$ cat config.mk
export PLATFORM = sky130hd
export DESIGN_NAME = cfg_lock_ctrl
export DESIGN_NICKNAME = d
export VERILOG_FILES = /design/src/rtl/cfglk_pkg.sv /design/src/rtl/cfglk_seq.sv /design/src/rtl/cfglk_field_bank.sv /design/src/rtl/cfg_lock_ctrl.sv
export SDC_FILE = /design/constraint.sdc
export NUM_CORES = 1
export LEC_CHECK = 0
export BUFFER_PORTS_ARGS = -buffer_cell sky130_fd_sc_hd__buf_2
export CAP_MARGIN = 20
export CORE_ASPECT_RATIO = 1.2
export CORE_MARGIN = 3
export CORE_UTILIZATION = 33
export DETAILED_ROUTE_END_ITERATION = 16
export GPL_TIMING_DRIVEN = 1
export PLACE_DENSITY = 0.69
export SLEW_MARGIN = 10
export SYNTH_ARGS = -nofsm -noshare
export SYNTH_HDL_FRONTEND = slang
export SYNTH_SLANG_ARGS = --single-unit
$ cat constraint.sdc
create_clock -name clk -period 2 [get_ports clk]
set_input_delay 0.2 -clock clk [delete_from_list [all_inputs] [get_ports clk]]
set_output_delay 0.2 -clock clk [all_outputs]
set_load 0.01 [all_outputs]
$ cat src/rtl/cfglk_pkg.sv
package cfglk_pkg;

    localparam int DATA_W = 32;
    localparam int BE_W   = DATA_W / 8;

    localparam logic [7:0] OFS_MODE  = 8'h00;
    localparam logic [7:0] OFS_LOCK  = 8'h1C;
    localparam logic [7:0] OFS_AF_LO = 8'h20;
    localparam logic [7:0] OFS_AF_HI = 8'h24;

    typedef enum logic [1:0] {
        SEQ_IDLE    = 2'd0,
        SEQ_ARMED   = 2'd1,
        SEQ_DROPPED = 2'd2,
        SEQ_REARMED = 2'd3
    } seq_state_e;

    typedef struct packed {
        logic              wr;
        logic [BE_W-1:0]   be;
        logic [DATA_W-1:0] data;
    } bus_req_t;

    function automatic logic full_word(input logic [BE_W-1:0] be);
        return &be;
    endfunction

    // Widen a per-pin mask to one bit per register bit for fields of width fw
    // starting at pin base.
    function automatic logic [DATA_W-1:0] spread_mask(input logic [15:0] pins,
                                                      input int fw,
                                                      input int base);
        logic [DATA_W-1:0] m;
        m = '0;
        for (int b = 0; b < DATA_W; b++) begin
            if (base + b / fw < 16) m[b] = pins[base + b / fw];
        end
        return m;
    endfunction

endpackage

$ cat src/rtl/cfglk_seq.sv
module cfglk_seq
    import cfglk_pkg::*;
#(
    parameter int NPINS = 16
) (
    input  logic             clk,
    input  logic             rst,
    input  logic             acc,
    input  bus_req_t         req,
    output logic [NPINS-1:0] pins_q,
    output logic             key_q,
    output logic [NPINS-1:0] frozen_o
);
    localparam int KEY_BIT = NPINS;
    localparam int NBYTES  = NPINS / 8;

    seq_state_e st_q, st_d;
    logic       word, key_in, same, lock_now;

    assign word   = full_word(req.be);
    assign key_in = req.data[KEY_BIT];
    assign same   = (req.data[NPINS-1:0] == pins_q);

    always_comb begin
        st_d     = st_q;
        lock_now = 1'b0;
        if (!key_q && acc) begin
            st_d = SEQ_IDLE;
            unique case (st_q)
                SEQ_IDLE:    if (req.wr && word && key_in)          st_d = SEQ_ARMED;
                SEQ_ARMED:   if (req.wr && word && !key_in && same) st_d = SEQ_DROPPED;
                SEQ_DROPPED: if (req.wr && word && key_in && same)  st_d = SEQ_REARMED;
                SEQ_REARMED: if (!req.wr && word)                   lock_now = 1'b1;
                default: ;
            endcase
        end
    end

    always_ff @(posedge clk) begin
        if (rst) begin
            st_q   <= SEQ_IDLE;
            pins_q <= '0;
            key_q  <= 1'b0;
        end else begin
            st_q <= st_d;
            if (lock_now) key_q <= 1'b1;
            if (!key_q && acc && req.wr) begin
                for (int k = 0; k < NBYTES; k++) begin
                    if (req.be[k]) pins_q[8*k +: 8] <= req.data[8*k +: 8];
                end
            end
        end
    end

    assign frozen_o = key_q ? pins_q : '0;

endmodule

$ cat src/rtl/cfglk_field_bank.sv
module cfglk_field_bank
    import cfglk_pkg::*;
#(
    parameter int NPINS    = 16,
    parameter int FIELD_W  = 2,
    parameter int PIN_BASE = 0
) (
    input  logic              clk,
    input  logic              rst,
    input  logic              wr_en,
    input  logic [BE_W-1:0]   be,
    input  logic [DATA_W-1:0] wdata,
    input  logic [NPINS-1:0]  frozen,
    output logic [DATA_W-1:0] q
);
    localparam int NFIELDS = DATA_W / FIELD_W;

    for (genvar f = 0; f < NFIELDS; f++) begin : g_fld
        localparam int LO   = f * FIELD_W;
        localparam int BYTE = LO / 8;
        localparam int PIN  = PIN_BASE + f;
        logic [FIELD_W-1:0] fq;
        logic               upd;

        assign upd = wr_en && be[BYTE] && !frozen[PIN];

        always_ff @(posedge clk) begin
            if (rst)      fq <= '0;
            else if (upd) fq <= wdata[LO +: FIELD_W];
        end

        assign q[LO +: FIELD_W] = fq;
    end

endmodule

$ cat src/rtl/cfg_lock_ctrl.sv
module cfg_lock_ctrl
    import cfglk_pkg::*;
#(
    parameter int NPINS  = 16,
    parameter int ADDR_W = 8
) (
    input  logic              clk,
    input  logic              rst,
    input  logic              bus_sel,
    input  logic              bus_wr,
    input  logic [ADDR_W-1:0] bus_addr,
    input  logic [BE_W-1:0]   bus_be,
    input  logic [DATA_W-1:0] bus_wdata,
    output logic [DATA_W-1:0] bus_rdata,
    output logic [NPINS-1:0]  frozen_mask,
    output logic              lock_active,
    output logic [DATA_W-1:0] cfg_mode,
    output logic [DATA_W-1:0] cfg_af_lo,
    output logic [DATA_W-1:0] cfg_af_hi
);
    localparam int AF_PINS = DATA_W / 4;

    bus_req_t          req;
    logic              hit_lock, hit_mode, hit_af_lo, hit_af_hi;
    logic [NPINS-1:0]  pins_q;

    assign req       = '{wr: bus_wr, be: bus_be, data: bus_wdata};
    assign hit_lock  = bus_sel && (bus_addr == ADDR_W'(OFS_LOCK));
    assign hit_mode  = bus_sel && (bus_addr == ADDR_W'(OFS_MODE));
    assign hit_af_lo = bus_sel && (bus_addr == ADDR_W'(OFS_AF_LO));
    assign hit_af_hi = bus_sel && (bus_addr == ADDR_W'(OFS_AF_HI));

    cfglk_seq #(.NPINS(NPINS)) u_seq (
        .clk      (clk),
        .rst      (rst),
        .acc      (hit_lock),
        .req      (req),
        .pins_q   (pins_q),
        .key_q    (lock_active),
        .frozen_o (frozen_mask)
    );

    cfglk_field_bank #(.NPINS(NPINS), .FIELD_W(2), .PIN_BASE(0)) u_mode (
        .clk(clk), .rst(rst), .wr_en(hit_mode && bus_wr), .be(bus_be),
        .wdata(bus_wdata), .frozen(frozen_mask), .q(cfg_mode)
    );

    cfglk_field_bank #(.NPINS(NPINS), .FIELD_W(4), .PIN_BASE(0)) u_af_lo (
        .clk(clk), .rst(rst), .wr_en(hit_af_lo && bus_wr), .be(bus_be),
        .wdata(bus_wdata), .frozen(frozen_mask), .q(cfg_af_lo)
    );

    cfglk_field_bank #(.NPINS(NPINS), .FIELD_W(4), .PIN_BASE(AF_PINS)) u_af_hi (
        .clk(clk), .rst(rst), .wr_en(hit_af_hi && bus_wr), .be(bus_be),
        .wdata(bus_wdata), .frozen(frozen_mask), .q(cfg_af_hi)
    );

    always_comb begin
        bus_rdata = '0;
        if (bus_sel && !bus_wr) begin
            if (hit_lock)       bus_rdata = DATA_W'({lock_active, pins_q});
            else if (hit_mode)  bus_rdata = cfg_mode;
            else if (hit_af_lo) bus_rdata = cfg_af_lo;
            else if (hit_af_hi) bus_rdata = cfg_af_hi;
        end
    end

endmodule

== Word-level counts from Yosys, hierarchy flattened ==
Cells that the tools add are included.

* Output and inout port bits: 145
* Memories kept: 0
* Flip-flop bits (word level): 115
* Logic and storage cells: 140
* Input bits: 48
* Latch bits: 0
* Memory bits (writable): 0
* Memory bits (read-only): 0

* Mux-type cells: 13
* Bitwise operators: 0
* Div/mod/pow operators: 0
* Shift-type cells: 0
* Reductions and logical operators: 84
* $lt $le $gt $ge: 0
* Equality and inequality tests: 7
* $add $sub $neg: 0
* $mul: 0

{| class="wikitable"
|+ Operator list
! kind !! count
|-
| two-way mux 32 bit || 5
|-
| logical AND 1 bit || 60
|-
| zero test 1 bit || 19
|-
| equality test 16 bit || 1
|-
| equality test 8 x 6 -> 1 bit, second input constant || 2
|-
| two-way mux 16 bit || 1
|-
| equality test 8 x 5 -> 1 bit, second input constant || 1
|-
| zero test 8 bit || 1
|-
| case mux 2 bit (3 select lines) || 1
|-
| equality test 2 bit, second input constant || 2
|-
| two-way mux 1 bit || 4
|-
| two-way mux 2 bit || 2
|-
| AND reduction 2 bit || 2
|-
| AND reduction 4 bit || 1
|-
| equality test 2 x 1 -> 1 bit, second input constant || 1
|-
| zero test 2 bit || 1
|}

== Logic depth before layout (Yosys ltp) ==
Gate-level depths: netlist of run 1.

* Word-level depth: 7
* Mapped depth: 8

== Hierarchy ==
From an unflattened synthesis of run 1, not the netlist that was laid out.

* Cells, all modules: 750
* Area, all modules: 7054.3 um^2

{| class="wikitable"
|+ By module, submodules not included
! module !! cells an instance !! area each (um^2) !! times used !! sequential area each (um^2)
|-
| cfglk_field_bank (u_af_hi ...) || 151 || 1594.0 || 2 || 640.6
|-
| cfglk_field_bank (u_mode) || 152 || 1591.5 || 1 || 640.6
|-
| cfg_lock_ctrl || 169 || 1238.7 || 1 || 0.0
|-
| cfglk_seq || 127 || 1036.0 || 1 || 380.4
|}

== Least setup slack after synthesis of run 1 ==
OpenSTA, ideal clock, no wires.

* Path kind: in2out
* Start point: input bus_addr[5]
* End point: output bus_rdata[14]
* Stages on the path: 8
* Path slack: -0.047 ns
* Arrival: 1.847 ns
* Required time: 1.800 ns
* Path through: buf_4 or4b_4 buf_6 nor3_1 buf_2 buf_4 a22oi_1 a21oi_1

* Word-level cells in the longest chain between the ends: 7
* Elaborated cells on any way between the ends: 13

{| class="wikitable"
|+ Ends and longest elaborated chain
! item !! line !! text
|-
| start: declaration || cfg_lock_ctrl.sv:11 || <nowiki>input logic [ADDR_W-1:0] bus_addr,</nowiki>
|-
| equality test 8 x 6 -> 1 bit || cfg_lock_ctrl.sv:31 || <nowiki>assign hit_af_hi = bus_sel && (bus_addr == ADDR_W'(OFS_AF_HI));</nowiki>
|-
| logical AND 1 bit || cfg_lock_ctrl.sv:31 ||
|-
| two-way mux 32 bit || cfg_lock_ctrl.sv:64 || <nowiki>else if (hit_af_hi) bus_rdata = cfg_af_hi;</nowiki>
|-
| two-way mux 32 bit || cfg_lock_ctrl.sv:63 || <nowiki>else if (hit_af_lo) bus_rdata = cfg_af_lo;</nowiki>
|-
| two-way mux 32 bit || cfg_lock_ctrl.sv:62 || <nowiki>else if (hit_mode) bus_rdata = cfg_mode;</nowiki>
|-
| two-way mux 32 bit (*) || cfg_lock_ctrl.sv:61 || <nowiki>if (hit_lock) bus_rdata = DATA_W'({lock_active, pins_q});</nowiki>
|-
| two-way mux 32 bit (*) || cfg_lock_ctrl.sv:60 || <nowiki>if (bus_sel && !bus_wr) begin</nowiki>
|-
| end: declaration || cfg_lock_ctrl.sv:14 || <nowiki>output logic [DATA_W-1:0] bus_rdata,</nowiki>
|}

Every way passes the cells marked *; elsewhere a longest branch is shown, timed or not.

== Worst setup path in the final report of run 1 ==
* Start point: input bus_addr[3]
* End point: output bus_rdata[20]

The elaborated chain is that of the path after synthesis.

==> impl_metrics.json, run 1 <==
{
  "status": "complete, but fails checks",
  "failed_checks": "negative setup slack",
  "crit_family": "simple AND/OR/NAND/NOR gates",
  "async_reset_ff_frac": 0,
  "io_buffers": 192,
  "start_util": 0.341,
  "cts_made_buffers": 17,
  "finClkSkew_ns": 0.0130,
  "setup_viol": 18,
  "drive_above_1_share": 0.396,
  "firstDrtPassIters": 5,
  "end_kind": "output pin",
  "yosysTopAreaCell": "dfxtp_1",
  "post_drt_via_cell_ratio": 5.83,
  "grt_use_total": 0.237,
  "cts.sinks": 115,
  "worst_path_most_repeated_cell": "buf_6",
  "dpl.hpwl_um": 17600,
  "root_buffer": "clkbuf_16",
  "crit_slowest_cell": "or4b_4",
  "rsz0062_at_grt": "true",
  "drv_slew": 0,
  "powerDensity_nw_per_um2": 663,
  "synth_ff_type": "dfxtp_1",
  "path_depth": 7,
  "cp.required_ns": 1.80,
  "slew_headroom": 0.712,
  "crit_chain": "buf_6, or4b_4, or4_4, buf_6, nor2_4, nor3_2, buf_2",
  "synth_area_per_cell_um2": 8.12,
  "critPathLaunchType": "input pin",
  "cap_viol_max_count": 0,
  "cts_hold_buf": 0,
  "clock_latency_ns": 0.42,
  "post-route-min-period_ns": 2.08,
  "wl_per_cell_um": 20.3,
  "synthTopCellsByArea": "dfxtp_1, a21oi_1, o21ai_0, nand3_1, o31ai_1",
  "ys_ff_latch": 115,
  "grt_pass1_wl_um": 36900,
  "routabilityCongestion": 0.909,
  "max-clock-path-buffers": 2,
  "cts_tree": "done",
  "synth_nets": 791,
  "grt_overflow_total": 0,
  "worst_slack_ns": -0.0762,
  "finalCritPeriodShare": 1.04,
  "hold_class": "input pin to flop",
  "worstPathArrival_ns": 1.88,
  "drc_errors": 0,
  "layout_commonest_cell": "buf_2",
  "clk_pin_slew_ns": 0.06,
  "ios": 193,
  "p_leak_nw": 3.68,
  "crit_path_max_incr_delay_ns": 0.61,
  "hold_depth": 3,
  "fin_nets": 1022,
  "core_um2": 17700,
  "worstSetupPathType": "input pin to output pin",
  "vias": 7064,
  "routed_wirelength_um": 24600,
  "yosys_warnings": 0,
  "synth.distinct_cells": 39,
  "synth_top_area_frac": 0.382,
  "dpl.cell_count": 1159,
  "drt_iter0_drc": 596,
  "fp.dieW_um": 129,
  "synth_area_um2": 6030,
  "h-tree-depth": 4,
  "final_cells": 1212,
  "die_h_um": 154,
  "dieArea_um2": 19900,
  "crit_buf_inv": 3,
  "ir_drop_uv": 557,
  "yosysSeqAreaShare": 0.382,
  "synth_cells": 743,
  "tightest_slew_ns": 0.432,
  "finalPower_mw": 5.66,
  "reg2reg_depth": 5,
  "grt_pass1_vias": 6661,
  "grt_max_degree": 87,
  "final_cell_mix": "buf_2, dfxtp_1, a21oi_1",
  "core.rowCount": 53,
  "hold_viol": 0,
  "crit_path_max_fanout": 7,
  "area_growth_pct": 41.5,
  "synth-edff-count": 0,
  "clock.fmax_ghz": 0.482,
  "final_antenna_net_count": 0,
  "antenna_found_initial": 4
}
[cells in the mapped netlist, drive strengths merged (18+ instances only)]
master,count
nand3,67
a22oi,31
a21oi,115
nand2,32
dfxtp,115
clkbuf,39
inv,18
nand4,35
o21ai,81
buf,20
o31ai,32
nor2,33
[layout make-up]
cell class / count / area [um^2]
Tap cell: 220 / 275
Clock buffer: 19 / 443
Sequential cell: 115 / 2300
Multi-Input combinational cell: 551 / 3590
Clock inverter: 13 / 135
Timing Repair Buffer: 271 / 1710
Antenna cell: 5 / 12.5
Fill cell: 1734 / 9170
Inverter: 18 / 67.6
[worst min-delay path: stages]
cell     delay (ns)
buf_2          0.12
nand3_1        0.06
a21oi_1        0.05
[per-layer routing]
layer | global-route usage | vias to the layer above | wire (um)
met1 | 0.294 | 3379 | 9690
met2 | 0.386 | 371 | 12000
met3 | 0.0466 | 73 | 1820
li1 | - | 3241 | -
met5 | 0 | - | 0
met4 | 0.122 | 0 | 1060
[sequential cells by signal, indices dropped and copies added (netlist names)]
signal	count
u_af_hi.g_fld.fq	32
u_af_lo.g_fld.fq	32
u_mode.g_fld.fq	32
u_seq.pins_q	16
u_seq.st_q	2
u_seq.key_q	1
[power breakdown]
part,internal (mW),leakage (nW),switching (mW)
combinational,0.119,2.49,0.242
clock,1.86,0.271,1.15
sequential,2.29,0.926,0.000812
[stage by stage]
step,utilization,instance area (um^2),setup TNS (ns),setup slack (ns),hold WS (ns)
after global routing,0.482,8530,-1.90,-0.123,0.0594
after detailed placement,0.426,7550,-5.86,-0.144,0.479
after global placement,0.426,7550,-4.66,-0.0990,0.466
after CTS,0.470,8330,-0.441,-0.0558,0.0423
after floorplan,-,6040,0,0.00145,0.344
final,0.482,8540,-0.676,-0.0762,0.0611
[timing repair]
| action | in CTS | in global routing |
|---|---|---|
| gates cloned | 2 | 1 |
| setup buffers | 11 | 2 |
| endpoints found under the setup margin | 34 | 44 |
| pin swaps | 6 | 18 |
| gates resized for setup | 24 | 53 |
[final timing paths]
check                                 to  slack [ns]                  start
setup reg to reg   u_mode.g_fld[8].fq[1]        0.50            u_seq.key_q
hold / removal    u_af_hi.g_fld[6].fq[3]        0.06          bus_wdata[27]
hold reg to reg    u_mode.g_fld[3].fq[1]        0.48  u_mode.g_fld[3].fq[1]
setup / recovery           bus_rdata[20]       -0.08            bus_addr[3]
[cells by family after synthesis]
| group | count (synthesis) | synth area share |
|---|---|---|
| AOI/OAI and AO/OA | 264 | 0.247 |
| and+or+nand+nor | 238 | 0.231 |
| DFF | 115 | 0.382 |
| buffers and inverters | 77 | 0.0587 |
| muxes | 33 | 0.0583 |
| xor gates and xnor gates | 16 | 0.0232 |
Note: power is estimated with default switching activity, not from simulation.
==> run 2, diff against run 1 <==
--- a/config.mk
+++ b/config.mk
@@ -9,11 +9,12 @@
 export CAP_MARGIN = 20
 export CORE_ASPECT_RATIO = 1.2
 export CORE_MARGIN = 3
-export CORE_UTILIZATION = 33
+export CORE_UTILIZATION = 46
 export DETAILED_ROUTE_END_ITERATION = 16
 export GPL_TIMING_DRIVEN = 1
-export PLACE_DENSITY = 0.69
+export PLACE_DENSITY = 0.87
 export SLEW_MARGIN = 10
 export SYNTH_ARGS = -nofsm -noshare
 export SYNTH_HDL_FRONTEND = slang
 export SYNTH_SLANG_ARGS = --single-unit
+export TNS_END_PERCENT = 5
==> run 2 against run 1 <==
Compared with the run above:
- the run still ends with negative setup slack left
- clock-buffer cell count decreased by 2
- fmax fell by 4.1%
- setup slack worse by 0.090 ns
- register-to-register slack worse by 0.08 ns
==> impl_metrics.json, run 2 (synthesis gave the netlist of run 1 again) <==
{
  "wl_per_cell_um": 20.6,
  "grt_pass1_vias": 7121,
  "drive_above_1_share": 0.362,
  "slew_headroom": 0.652,
  "crit_path_max_fanout": 7,
  "ir_drop_uv": 497,
  "post_drt_via_cell_ratio": 6.41,
  "use_met1": 0.364,
  "fin_util": 0.649,
  "worst_slack_ns": -0.166,
  "p_leak_nw": 3.63,
  "routabilityCongestion": 0.931,
  "fp.dieW_um": 111,
  "io_buffers": 192,
  "drc_errors": 0,
  "core.rowCount": 45,
  "grt_max_degree": 116,
  "cp.required_ns": 1.80,
  "hold_viol": 0,
  "grt_use_met3": 0.0774,
  "finClkSkew_ns": 0.00765,
  "critPathLaunchType": "input pin",
  "crit_chain": "buf_2, or4b_4, or4_4, buf_6, nor2_2, nor3_1, buf_2",
  "failed_checks": "negative setup slack",
  "grt_pass1_wl_um": 36800,
  "fin_nets": 1017,
  "tns_ns": -3.07,
  "firstDrtPassIters": 6,
  "cap_viol_max_count": 0,
  "combPwrFrac": 0.064,
  "final_antenna_net_count": 0,
  "clock_power_share": 0.531,
  "fillers": 1053,
  "cts.sinks": 115,
  "final_cell_mix": "buf_2, dfxtp_1, a21oi_1",
  "p_int_mw": 4.25,
  "routed_wirelength_um": 23600,
  "drv_slew": 0,
  "grt_busiest_layer": "met2",
  "met2_usage": 0.506,
  "post-route-min-period_ns": 2.17,
  "clock.fmax_ghz": 0.462,
  "finalPower_mw": 5.67,
  "dp_slack_ns": -0.250,
  "finalCritPeriodShare": 1.08,
  "vias": 7350,
  "clk_pin_slew_ns": 0.06,
  "clock_latency_ns": 0.42,
  "cts_made_buffers": 17,
  "dieArea_um2": 14500,
  "crit_path_max_incr_delay_ns": 0.61,
  "swShare": 0.250,
  "worstPathArrival_ns": 1.97,
  "crit_slowest_cell": "or4_4",
  "max-clock-path-buffers": 2,
  "reg_top3": "u_af_hi.g_fld.fq: 32 flops, u_af_lo.g_fld.fq: 32 flops, u_mode.g_fld.fq: 32 flops",
  "grt_use_total": 0.309,
  "antenna_found_initial": 1,
  "area_growth_pct": 36.9,
  "root_buffer": "clkbuf_16",
  "dpl.hpwl_um": 16400,
  "rsz0062_at_grt": "true",
  "worstSetupPathType": "input pin to output pin",
  "setup_viol": 26,
  "worst_hold_slack_ns": 0.0732,
  "status": "complete, but fails checks",
  "end_kind": "output pin",
  "p_seq_frac": 0.404,
  "switching_power_mw": 1.42,
  "r2r-start": "u_seq.key_q",
  "start_util": 0.474,
  "grt_overflow_total": 0,
  "crit_start": "bus_addr[1]",
  "tightest_slew_ns": 0.522,
  "h-tree-depth": 4,
  "worst_path_most_repeated_cell": "buf_2",
  "cts_tree": "done",
  "layout_commonest_cell": "buf_2",
  "ios": 193,
  "powerDensity_nw_per_um2": 687,
  "hold_class": "input pin to flop",
  "die_h_um": 131,
  "min_from": "bus_wdata[17]",
  "drt_iter0_drc": 874,
  "core_um2": 12700
}
run 2: power by group through the flow:
stage	Sequential, mW	Combinational [mW]	Clock, mW
after detailed placement	2.34	0.338	0
after floorplan	2.34	0.161	0
after CTS	2.29	0.346	3.01
final	2.29	0.364	3.01
after global placement	2.34	0.334	0
after global routing	2.29	0.381	3.11
run 2: metal layers:
layer	share of wire	up-vias
li1	-	3221
met1	0.36	3416
met2	0.48	576
met3	0.10	137
met4	0.056	0
met5	0	-
run 2: area by class of cell:
class                   instances  area, um^2  share of cell area
diodes                          1        2.50            0.000303
clock buffers                  17         425              0.0515
clock inverters                15         160              0.0194
inverters                      18        67.6             0.00818
multi-input cells             551        3450               0.418
flip-flops and latches        115        2300               0.279
well taps                     164         205              0.0248
repair buffers                266        1640               0.199
run 2: path summary, 6_finish.rpt:
path | endpoint | slack, ns | cells after the start
setup / recovery | bus_rdata[17] | -0.17 | 7
hold / removal | u_af_hi.g_fld[4].fq[1] | 0.07 | 3
setup reg to reg | u_seq.st_q[0] | 0.42 | 4
hold reg to reg | u_af_lo.g_fld[5].fq[0] | 0.49 | 2
run 2: worst max-delay path, delay by kind of cell:
family | cells | cell delay [ns]
and+or+nand+nor | 4 | 1.33
buffers and inverters | 3 | 0.44
run 2: through the flow:
step | cells | cell area [um^2]
after floorplan | 743 | 6040
after global placement | 1105 | 7520
after detailed placement | 1105 | 7520
after CTS | 1142 | 8170
after global routing | 1147 | 8260
final | 1147 | 8260
run 2: timing repair:
action                                  4_1_cts  5_1_grt
hold buffers                                  0        0
buffers inserted                              5        3
gates cloned                                  0        1
pin swaps                                     5        8
resized for setup                            12       16
endpoints found under the setup margin       38       40
==> run 3, diff against run 2 <==
--- a/config.mk
+++ b/config.mk
@@ -12,7 +12,7 @@
 export CORE_UTILIZATION = 46
 export DETAILED_ROUTE_END_ITERATION = 16
 export GPL_TIMING_DRIVEN = 1
-export PLACE_DENSITY = 0.87
+export PLACE_DENSITY = 0.73
 export SLEW_MARGIN = 10
 export SYNTH_ARGS = -nofsm -noshare
 export SYNTH_HDL_FRONTEND = slang
==> run 3 against run 2 <==
Compared with the run above:
- the flow still finishes with violations (negative setup slack)
- sequential share of layout area shrank 0.86 points
- die area is the same
- global-route usage shrank 1.1 points
- first-iteration DRC count shrank 12%
- critical path type unchanged
- critical endpoint is now bus_rdata[11]
- largest power group unchanged
==> impl_metrics.json, run 3 (synthesis gave the netlist of run 1 again) <==
{
  "routed_wirelength_um": 23800,
  "drv_slew": 0,
  "antenna_found_initial": 0,
  "wl_per_cell_um": 20.7,
  "status": "complete, but fails checks",
  "area_growth_pct": 41.2,
  "setup_viol": 29,
  "h-tree-depth": 4,
  "hold_viol": 0,
  "post_drt_via_cell_ratio": 6.30,
  "io_buffers": 192,
  "root_buffer": "clkbuf_16",
  "ir_drop_uv": 508,
  "tightest_slew_ns": 0.503,
  "final_antenna_net_count": 0,
  "reg_top3": "u_af_hi.g_fld.fq: 32 flops, u_af_lo.g_fld.fq: 32 flops, u_mode.g_fld.fq: 32 flops",
  "cp.required_ns": 1.80,
  "p_leak_nw": 3.74,
  "core_um2": 12700,
  "start_util": 0.474,
  "end_kind": "output pin",
  "grt_pass1_vias": 6577,
  "ios": 193,
  "rsz0062_at_grt": "true",
  "clk_pin_slew_ns": 0.06,
  "cts_made_buffers": 17,
  "tns_ns": -1.57,
  "dpl.hpwl_um": 16400,
  "finalCritPeriodShare": 1.06,
  "grt_use_total": 0.298,
  "post-route-cell-area_um2": 8520,
  "max-clock-path-buffers": 2,
  "place_area_um2": 7540,
  "grt_pass1_wl_um": 35200,
  "post-route-min-period_ns": 2.12,
  "worstSetupPathType": "input pin to output pin",
  "fp.dieW_um": 111,
  "grt_max_degree": 116,
  "drc_errors": 0,
  "drt_iter0_drc": 771,
  "firstDrtPassIters": 6,
  "cts_tree": "done",
  "die_h_um": 131,
  "worst_slack_ns": -0.120,
  "cap_viol_max_count": 0,
  "hold_class": "input pin to flop",
  "finClkSkew_ns": 0.00850,
  "critPathLaunchType": "input pin",
  "routabilityCongestion": 0.919,
  "drive_above_1_share": 0.383,
  "clock_latency_ns": 0.42,
  "grt_overflow_total": 0,
  "fin_nets": 1019,
  "worstPathArrival_ns": 1.92,
  "layout_commonest_cell": "buf_2",
  "final_cell_mix": "buf_2, dfxtp_1, a21oi_1",
  "cts.sinks": 115,
  "clock.fmax_ghz": 0.472,
  "core.rowCount": 45,
  "crit_path_max_fanout": 6,
  "failed_checks": "negative setup slack",
  "powerDensity_nw_per_um2": 676,
  "antenna_cells": 0,
  "slew_headroom": 0.665,
  "vias": 7227,
  "dieArea_um2": 14500
}
[run 3: changes by cell type in the layout (fill, tap and decap cells not counted), sizes merged]
cell and change:
clkinv -2, clkinvlp -4, diode -1, inv +3
clkbuf +4, or4b +1
[run 3: cell type report]
class / instances / area, um^2
Tap cell: 164 / 205
Inverter: 18 / 67.6
Timing Repair Buffer: 267 / 1730
Clock inverter: 12 / 143
Multi-Input combinational cell: 552 / 3620
Sequential cell: 115 / 2300
Clock buffer: 20 / 457
Fill cell: 1092 / 4210
[run 3: through the flow]
| stage | total power, mW | setup WS, ns | hold WS [ns] | cells | util |
|---|---|---|---|---|---|
| after floorplan | 2.50 | 0.00145 | 0.344 | 743 | - |
| after global placement | 2.67 | -0.116 | 0.470 | 1104 | 0.592 |
| after detailed placement | 2.67 | -0.147 | 0.473 | 1104 | 0.592 |
| after CTS | 5.74 | -0.112 | 0.0535 | 1136 | 0.645 |
| after global routing | 5.89 | -0.133 | 0.0610 | 1148 | 0.669 |
| final | 5.76 | -0.120 | 0.0592 | 1148 | 0.669 |
[run 3: path summary, 6_finish.rpt]
| kind | start | end | slack [ns] | depth (start not counted) |
|---|---|---|---|---|
| max reg2reg | u_seq.key_q | u_mode.g_fld[3].fq[1] | 0.41 | 5 |
| min reg2reg | u_af_lo.g_fld[2].fq[3] | u_af_lo.g_fld[2].fq[3] | 0.48 | 2 |
| min | bus_wdata[22] | u_af_lo.g_fld[5].fq[2] | 0.06 | 3 |
| max | bus_addr[0] | bus_rdata[11] | -0.12 | 9 |
[run 3: where the power goes]
group          total, mW  leakage, nW  internal, mW  switching (mW)
clock               3.10        0.292          1.92            1.18
sequential          2.29        0.926          2.29        0.000818
combinational      0.364         2.52         0.121           0.244
[run 3: what timing repair did]
item / in CTS / in global routing
setup buffers: 0 / 9
hold buffers: 0 / 0
pin swaps: 4 / 40
resized for setup: 15 / 51
setup endpoints to repair: 32 / 34
gates cloned: 0 / 3
[run 3: critical path, stage by stage]
cell	delay [ns]
buf_6	0.09
or4b_4	0.55
buf_12	0.16
nor4_4	0.19
buf_4	0.18
buf_12	0.13
a22oi_2	0.08
a21oi_2	0.17
buf_2	0.16
[run 3: layer usage]
layer / share of wire / vias to the layer above / track usage
li1: - / 3230 / -
met1: 0.38 / 3402 / 0.377
met2: 0.48 / 511 / 0.489
met3: 0.10 / 84 / 0.0696
met4: 0.038 / 0 / 0.118
met5: 0 / - / 0
